**config.mk**
```make
export PLATFORM = sky130hd
export DESIGN_NAME = fifo_req_gen
export DESIGN_NICKNAME = d
export VERILOG_FILES = /design/src/rtl/fifo_req_pkg.sv /design/src/rtl/fifo_req_lvl_pipe.sv /design/src/rtl/fifo_req_thr_cmp.sv /design/src/rtl/fifo_req_core.sv /design/src/rtl/fifo_req_gen.sv
export SDC_FILE = /design/constraint.sdc
export NUM_CORES = 1
export LEC_CHECK = 0
export BUFFER_PORTS_ARGS = -buffer_cell sky130_fd_sc_hd__buf_2
export CORE_AREA = 3 3 40 42
export DETAILED_ROUTE_END_ITERATION = 6
export DIE_AREA = 0 0 43 45
export PLACE_DENSITY = 0.77
export SLEW_MARGIN = 20
export SYNTH_ARGS = -nofsm -noshare
export SYNTH_HDL_FRONTEND = slang
export SYNTH_HIERARCHICAL = 1
export SYNTH_SLANG_ARGS = --single-unit
```
**constraint.sdc**
```tcl
create_clock -name clk -period 1.6 [get_ports clk]
set_input_delay 0 -clock clk [delete_from_list [all_inputs] [get_ports clk]]
set_output_delay 0 -clock clk [all_outputs]
set_load 0.02 [all_outputs]
```
**src/rtl/fifo_req_pkg.sv**
```systemverilog
package fifo_req_pkg;
  typedef enum logic {
    SIDE_FILL  = 1'b0,
    SIDE_DRAIN = 1'b1
  } fifo_side_e;
endpackage

```
**src/rtl/fifo_req_lvl_pipe.sv**
```systemverilog
// Delay line that aligns the occupancy count with the request latency.
module fifo_req_lvl_pipe #(
  parameter int W      = 5,
  parameter int STAGES = 2
) (
  input  logic         clk,
  input  logic         rst,
  input  logic [W-1:0] din,
  output logic [W-1:0] dout
);
  logic [W-1:0] st [STAGES];

  always_ff @(posedge clk) begin
    if (rst) st[0] <= '0;
    else     st[0] <= din;
  end

  for (genvar g = 1; g < STAGES; g++) begin : g_stage
    always_ff @(posedge clk) begin
      if (rst) st[g] <= '0;
      else     st[g] <= st[g-1];
    end
  end

  assign dout = st[STAGES-1];
endmodule

```
**src/rtl/fifo_req_thr_cmp.sv**
```systemverilog
// Threshold comparison of the delayed occupancy.
module fifo_req_thr_cmp #(
  parameter int CNT_W = 5,
  parameter int THR_W = 4
) (
  input  logic [CNT_W-1:0] lvl,
  input  logic [THR_W-1:0] thr_e,
  input  logic [THR_W-1:0] thr_f,
  output logic             at_empty,
  output logic             at_full
);
  localparam int PADW = CNT_W - THR_W;

  logic [CNT_W-1:0] e_ext, f_ext;

  assign e_ext    = {{PADW{1'b0}}, thr_e};
  assign f_ext    = {{PADW{1'b0}}, thr_f};
  assign at_empty = (lvl <= e_ext);
  assign at_full  = (lvl >= f_ext);
endmodule

```
**src/rtl/fifo_req_core.sv**
```systemverilog
// Priority-ordered request register with a side-selected rule set.
module fifo_req_core
  import fifo_req_pkg::*;
#(
  parameter fifo_side_e SIDE = SIDE_FILL
) (
  input  logic clk,
  input  logic rst,
  input  logic fifo_clear,
  input  logic err_flag,
  input  logic at_empty,
  input  logic at_full,
  input  logic eor_present,
  input  logic eor_strobe,
  input  logic late_drop,
  output logic req_n,
  output logic req_status
);
  localparam bit DRAIN = (SIDE == SIDE_DRAIN);

  logic req_q;
  logic drop_now;

  always_ff @(posedge clk) begin
    if (rst || fifo_clear) begin
      req_q <= 1'b0;
    end else if (err_flag) begin
      req_q <= 1'b0;
    end else if (DRAIN) begin
      // End-of-record strobe wins for one edge so the line always drops.
      if (eor_strobe)                   req_q <= 1'b0;
      else if (eor_present || at_full)  req_q <= 1'b1;
      else if (at_empty)                req_q <= 1'b0;
    end else begin
      if (at_empty)      req_q <= 1'b1;
      else if (at_full)  req_q <= 1'b0;
    end
  end

  // Early mode: the pin releases inside the strobe cycle itself.
  assign drop_now   = DRAIN && eor_strobe && !late_drop;
  assign req_status = req_q && !drop_now;
  assign req_n      = !req_status;
endmodule

```
**src/rtl/fifo_req_gen.sv**
```systemverilog
module fifo_req_gen
  import fifo_req_pkg::*;
#(
  parameter int         DEPTH = 16,
  parameter int         LAT   = 3,
  parameter fifo_side_e SIDE  = SIDE_FILL,
  localparam int        CNT_W = $clog2(DEPTH + 1),
  localparam int        THR_W = $clog2(DEPTH)
) (
  input  logic             clk,
  input  logic             rst,
  input  logic             fifo_clear,
  input  logic             err_flag,
  input  logic [CNT_W-1:0] level,
  input  logic [THR_W-1:0] thr_empty,
  input  logic [THR_W-1:0] thr_full,
  input  logic             eor_present,
  input  logic             strobe,
  input  logic             strobe_eor,
  input  logic             late_drop,
  output logic             req_n,
  output logic             req_status
);
  localparam int STAGES = LAT - 1;

  logic [CNT_W-1:0] lvl_d;
  logic             at_empty, at_full;
  logic             eor_strobe;

  assign eor_strobe = strobe && strobe_eor;

  fifo_req_lvl_pipe #(.W(CNT_W), .STAGES(STAGES)) u_pipe (
    .clk  (clk),
    .rst  (rst),
    .din  (level),
    .dout (lvl_d)
  );

  fifo_req_thr_cmp #(.CNT_W(CNT_W), .THR_W(THR_W)) u_cmp (
    .lvl      (lvl_d),
    .thr_e    (thr_empty),
    .thr_f    (thr_full),
    .at_empty (at_empty),
    .at_full  (at_full)
  );

  fifo_req_core #(.SIDE(SIDE)) u_core (
    .clk         (clk),
    .rst         (rst),
    .fifo_clear  (fifo_clear),
    .err_flag    (err_flag),
    .at_empty    (at_empty),
    .at_full     (at_full),
    .eor_present (eor_present),
    .eor_strobe  (eor_strobe),
    .late_drop   (late_drop),
    .req_n       (req_n),
    .req_status  (req_status)
  );
endmodule

```
==> reports/qor.csv, run 1 <==
metric,value,unit
drc,0,
first_pass_iters,2,
io_buffers,18,
syn_area_per_cell,9.63,sq um
place_congestion,0.735,
crit_fanout,2,
numClockSinks,11,
grt_max_degree,12,
cp_slowest_cell,or4_1,
die_y,45,um
start_util,39.7,%
drt_wl_total,790,um
insertion_delay,0.26,ns
syn_inst,53,
setup.worst_path.start_class,flop,
dieArea,1940,sq um
hold_path.class,input pin to flop,
grt_pass1_wl,1.23,mm
path_cells,"ha_1, nor2b_1, or4_1, nor2b_1, o21a_1",
setup_violations,0,
tritoncts,done,
antenna_found_initial,0,
crit_buf_inv,0,
critical_path_depth,5,
max_stage_delay,0.46,ns
slew_viol_final,0,
crit_path_end_kind,flop,
clock_tree.buffer_depth,2,
synth_nets,82,
finalHoldViolations,0,
ff2ff_path_depth,5,
peakVddDrop,0.000417,V
grt_pass1_vias,342,
synth_area,510,sq um
postRouteAntennaNets,0,
grt_setup_unrepaired,false,
cts_root_buf,clkbuf_4,
fin_ws,0.0874,ns
drtIter0Drc,2,
ys_warn_count,6,
htreeDepth,1,
coreArea,1280,sq um
post-route-period-util,94.5,%
worstPathArrival,1.72,ns
rows,13,
power_density,765,nW/um^2
post_cts_buffers,0,
drv_cap,0,
hold_slack,0.0492,ns
gr-total-overflow,0,
area_delta_synth_final,42.9,%
critPathKind,flop to flop,
fin_area,729,sq um
path_common_cell,nor2b_1,
period_minus_slack,1.51,ns
drive_above_1_share,30.5,%
finalPower,558,uW
dpl_worst_slack,0.0477,ns
numCtsBuffers,3,
fmax,661,MHz
grt_usage,8.79,%
hpwl,611,um
clkTransAtPathRegs,0.06,ns
tightestPinTransition,0.199,ns
num_vias,422,
leakagePower,0.000367,uW
place_area,619,sq um
antenna_cells,0,
finalClockSkew,0.000884,ns
required,1.81,ns
wl_per_cell,8.14,um
viasPerCell,4.35,
status,"complete, no violations",
fin_setup_tns,0,ns
critical-path-top-delay-family,simple AND/OR/NAND/NOR gates,
io_pins,23,
final_nets,112,
whs_path_depth,2,
fp.dieW,43,um
max_slew_margin,86.8,%
## per-stage QoR
step / util, % / instances
2_1_floorplan: - / 53
3_3_place_gp: 48.2 / 86
3_5_place_dp: 48.2 / 86
4_1_cts: 55.7 / 97
5_1_grt: 56.8 / 97
6_report: 56.8 / 97
## per-layer routing
layer	vias up	track usage (%)	wire length (um)
met4	0	5.42	0
li1	230	-	-
met3	0	4.38	68
met2	13	14.7	400
met1	179	8.80	321
met5	-	0	0
## cell type report
type                       instances  area [sq um]
fill                             117           556
tap                               15          18.8
timing repair buffer              25           160
clock buffer                       4          26.3
sequential                        11           221
multi-input combinational         31           262
inverter                          11          41.3
## state kept, by name, summed over array words and instances, names as in the netlist
name	flops
u_core/req_status	1
u_pipe/st	10
## power breakdown
group | switching (uW) | internal, uW | total (uW) | leakage [uW]
Combinational | 36.8 | 52.9 | 89.7 | 0.000260
Clock | 80.7 | 96.2 | 177 | 0.0000150
Sequential | 4.81 | 287 | 292 | 0.0000913
Total | 122 | 436 | 558 | 0.000367
## placed cells by master, fill, tap and decap left out, drive strengths merged
master	instances
nor2b	12
o21a	1
dfxtp	11
buf	18
dlygate4sd3	7
clkbuf	4
nand4	1
nand3	2
or4	1
o221ai	1
nor3	1
a21oi	4
ha	8
inv	11
## path summary, 6_finish.rpt
path                              start                             end  slack (ns)
max          u_pipe/st[1][3]$_SDFF_PP0_  u_core/req_status$_SDFFE_PP0P_        0.09
min                                 rst      u_pipe/st[1][2]$_SDFF_PP0_        0.05
max reg2reg  u_pipe/st[1][3]$_SDFF_PP0_  u_core/req_status$_SDFFE_PP0P_        0.09
min reg2reg  u_pipe/st[0][4]$_SDFF_PP0_      u_pipe/st[1][4]$_SDFF_PP0_        0.44
## what timing repair did
item                                   4_1_cts  5_1_grt
hold buffers                                 7        0
setup endpoints to repair                    0        1
gates resized for setup                      0        2
endpoints found under the hold margin        6        0
Note: power is estimated with default switching activity, not from simulation.
==> run 2: changes to the inputs <==
--- a/config.mk
+++ b/config.mk
@@ -9,9 +9,8 @@
 export CORE_AREA = 3 3 40 42
 export DETAILED_ROUTE_END_ITERATION = 6
 export DIE_AREA = 0 0 43 45
-export PLACE_DENSITY = 0.77
+export PLACE_DENSITY = 0.76
 export SLEW_MARGIN = 20
 export SYNTH_ARGS = -nofsm -noshare
 export SYNTH_HDL_FRONTEND = slang
-export SYNTH_HIERARCHICAL = 1
 export SYNTH_SLANG_ARGS = --single-unit
==> run 2 against run 1 <==
Compared with the run above: sequential power hardly changed; critical endpoint is now u_core.req_status$_SDFFE_PP0P_; via count is 4.0% lower; die area stayed put; largest cell class unchanged; highest routed layer unchanged.
==> reports/qor.csv, run 2 <==
metric,value,unit,change
final_cell_mix,"18 x buf_2, 11 x dfxtp_1, 10 x nor2b_1, 8 x inv_1, 8 x ha_1",,
syn_inst,50,,-5.7%
met1Wirelength,299,um,-6.9%
slew_viol_final,0,,unchanged
drt_wl_total,820,um,+3.8%
synthArstFlopShare,0,%,
yosysMostFrequentCell,dfxtp_1,,
yosysTopAreaCell,dfxtp_1,,
synth_area,504,sq um,-1.2%
internal-power,435,uW,-0.33%
critPathKind,flop to flop,,
viasPerCell,4.35,,about the same
ys_warn_count,0,,-6
worstPathArrival,1.66,ns,-0.06 ns
die_y,45,um,unchanged
grt_usage,9.79,%,+1.0 points
period_minus_slack,1.50,ns,-0.0134 ns
crit_path_end_kind,flop,,
grt_setup_unrepaired,false,,
drc,0,,unchanged
num_vias,405,,-4.0%
crit_fanout,2,,unchanged
dp_cells,82,,-4.7%
io_buffers,18,,unchanged
insertion_delay,0.26,ns,about the same
peakVddDrop,0.000444,V,+6.3%
fin_cells,93,,-4.1%
cp-startpoint,u_pipe.st[1][0]$_SDFF_PP0_,,
first_pass_iters,1,,-1
power_frac_seq,52.4,%,+0.2 points
ff2ff_path_depth,6,,+1
grt_pass1_vias,400,,+17%
fp.dieW,43,um,unchanged
grt_max_degree,12,,unchanged
antenna_found_initial,0,,unchanged
post_cts_resized,0,,unchanged
drive_above_1_share,29.5,%,-1.0 points
clock_tree.buffer_depth,2,,unchanged
dieArea,1940,sq um,unchanged
io_pins,23,,unchanged
finalHoldViolations,0,,unchanged
gr-total-overflow,0,,unchanged
place_congestion,0.731,,-0.56%
rows,13,,unchanged
sw_frac_of_total,21.8,%,-0.062 points
place_area,609,sq um,-1.6%
r2r_end,u_core.req_status$_SDFFE_PP0P_,,
clockPowerShare,32.1,%,+0.4 points
synth_nets,79,,-3.7%
tritoncts,done,,
finalClockSkew,0.00205,ns,+0.00116 ns
fin_setup_tns,0,ns,unchanged
antenna_cells,0,,unchanged
top_register,u_pipe.st,,
fmax,667,MHz,+0.90%
syn_area_per_cell,10.1,sq um,+4.7%
wl_per_cell,8.82,um,+8.3%
required,1.76,ns,-0.05 ns
hold_path.class,input pin to flop,,
final_common_cell,buf_2,,
status,"complete, no violations",,
htreeDepth,1,,unchanged
post-route-util,54.9,%,-1.9 points
endpoint,u_core.req_status$_SDFFE_PP0P_,,
start_util,39.2,%,-0.49 points
top_layer,met3,,
area_delta_synth_final,40.0,%,
coreArea,1280,sq um,unchanged
postRouteAntennaNets,0,,unchanged
numCtsBuffers,3,,unchanged
synth_edf_count,0,,
power_density,788,nW/um^2,+2.9%
regToRegStartpoint,u_pipe.st[1][0]$_SDFF_PP0_,,
drv_cap,0,,unchanged
rrSetupSlack,0.10,ns,about the same
synth-seq-cells,11,,
leakagePower,0.000356,uW,-2.8%
clkTransAtPathRegs,0.06,ns,about the same
synth_top_area_share,43.7,%,
synth_common_cells,"11 x dfxtp_1, 10 x nor2b_1, 8 x ha_1, 8 x inv_1, 2 x nor2_1",,
dr_wl_met2,461,um,+15%
largest_reg_flops,10,,unchanged
hold_slack,0.0483,ns,-0.000839 ns
grt_pass1_wl,1.32,mm,+7.2%
max_slew_margin,84.3,%,-2.4 points
post-route-period-util,93.7,%,-0.84 points
synthFlopType,dfxtp_1,,
numClockSinks,11,,unchanged
cts_root_buf,clkbuf_4,,
synth_cell_type_count,16,,
ys_seq_area_share,43.7,%,
setup_violations,0,,unchanged
drtIter0Drc,0,,-2
final_nets,108,,-3.6%
switchingPower,121,uW,-0.69%
fin_area,706,sq um,-3.3%
tightestPinTransition,0.235,ns,+0.0358 ns
ys_top_cells_by_area,"dfxtp_1 44%, ha_1 20%, nor2b_1 12%, inv_1 6.0%, a2111oi_2 3.0%",,
dr_wl_met3,59,um,-13%
p_comb_share,15.6,%,-0.5 points
setup.worst_path.start_class,flop,,
-- run 2: cells by family after synthesis --
| kind of cell | count (synthesis) | share of synthesized area (%) |
|---|---|---|
| AND/OR/NAND/NOR | 15 | 17.6 |
| flip-flops | 11 | 43.7 |
| buffers and inverters | 9 | 6.70 |
| adder cells (fa/ha/maj) | 8 | 19.9 |
| AO/OA/AOI/OAI | 7 | 12.2 |
-- run 2: per-stage QoR --
| step | total power, uW | setup slack [ns] |
|---|---|---|
| after global routing | 596 | 0.00989 |
| after global placement | 369 | 0.104 |
| after CTS | 566 | 0.0788 |
| final | 556 | 0.101 |
| after detailed placement | 372 | 0.0948 |
| after floorplan | 342 | 0.172 |
-- run 2: what timing repair did --
item                      CTS  global route
hold endpoints to repair    6             0
hold buffers                7             0
buffers inserted            0             0
-- run 2: area by class of cell --
| cell class | count | area, sq um |
|---|---|---|
| sequential | 11 | 220 |
| inverter | 8 | 30.0 |
| multi-input combinational | 30 | 250 |
| fill | 118 | 579 |
| clock buffer | 4 | 26.3 |
| tap | 15 | 18.8 |
| timing repair buffer | 25 | 160 |
-- run 2: layer usage --
layer	up-vias	track usage, %
li1	219	-
met1	175	7.09
met2	11	18.9
met3	0	3.98
met4	0	9.04
met5	-	0
-- run 2: power by group through the flow --
stage | clock network (uW) | registers, uW | logic (uW)
after floorplan | 0 | 298 | 44.2
final | 178 | 291 | 86.5
after global placement | 0 | 297 | 71.7
after detailed placement | 0 | 298 | 74.9
after CTS | 187 | 291 | 88.2
after global routing | 206 | 292 | 97.8
-- run 2: how the worst min path moves through the flow --
stage                        start                        endpoint  slack, ns  cells after the start
final                          rst      u_pipe.st[1][0]$_SDFF_PP0_       0.05                      2
after CTS                      rst      u_pipe.st[1][0]$_SDFF_PP0_       0.04                      2
after global placement    err_flag  u_core.req_status$_SDFFE_PP0P_       0.17                      2
after global routing           rst      u_pipe.st[1][0]$_SDFF_PP0_       0.04                      2
after floorplan           err_flag  u_core.req_status$_SDFFE_PP0P_       0.07                      1
after detailed placement  err_flag  u_core.req_status$_SDFFE_PP0P_       0.17                      2
-- run 2: critical path: stages (launching register included) --
cell       delay (ns)
dfxtp_1          0.31
inv_1            0.05
ha_1             0.25
nand2b_1         0.15
a211oi_2         0.23
o211ai_1         0.14
a2111oi_2        0.28
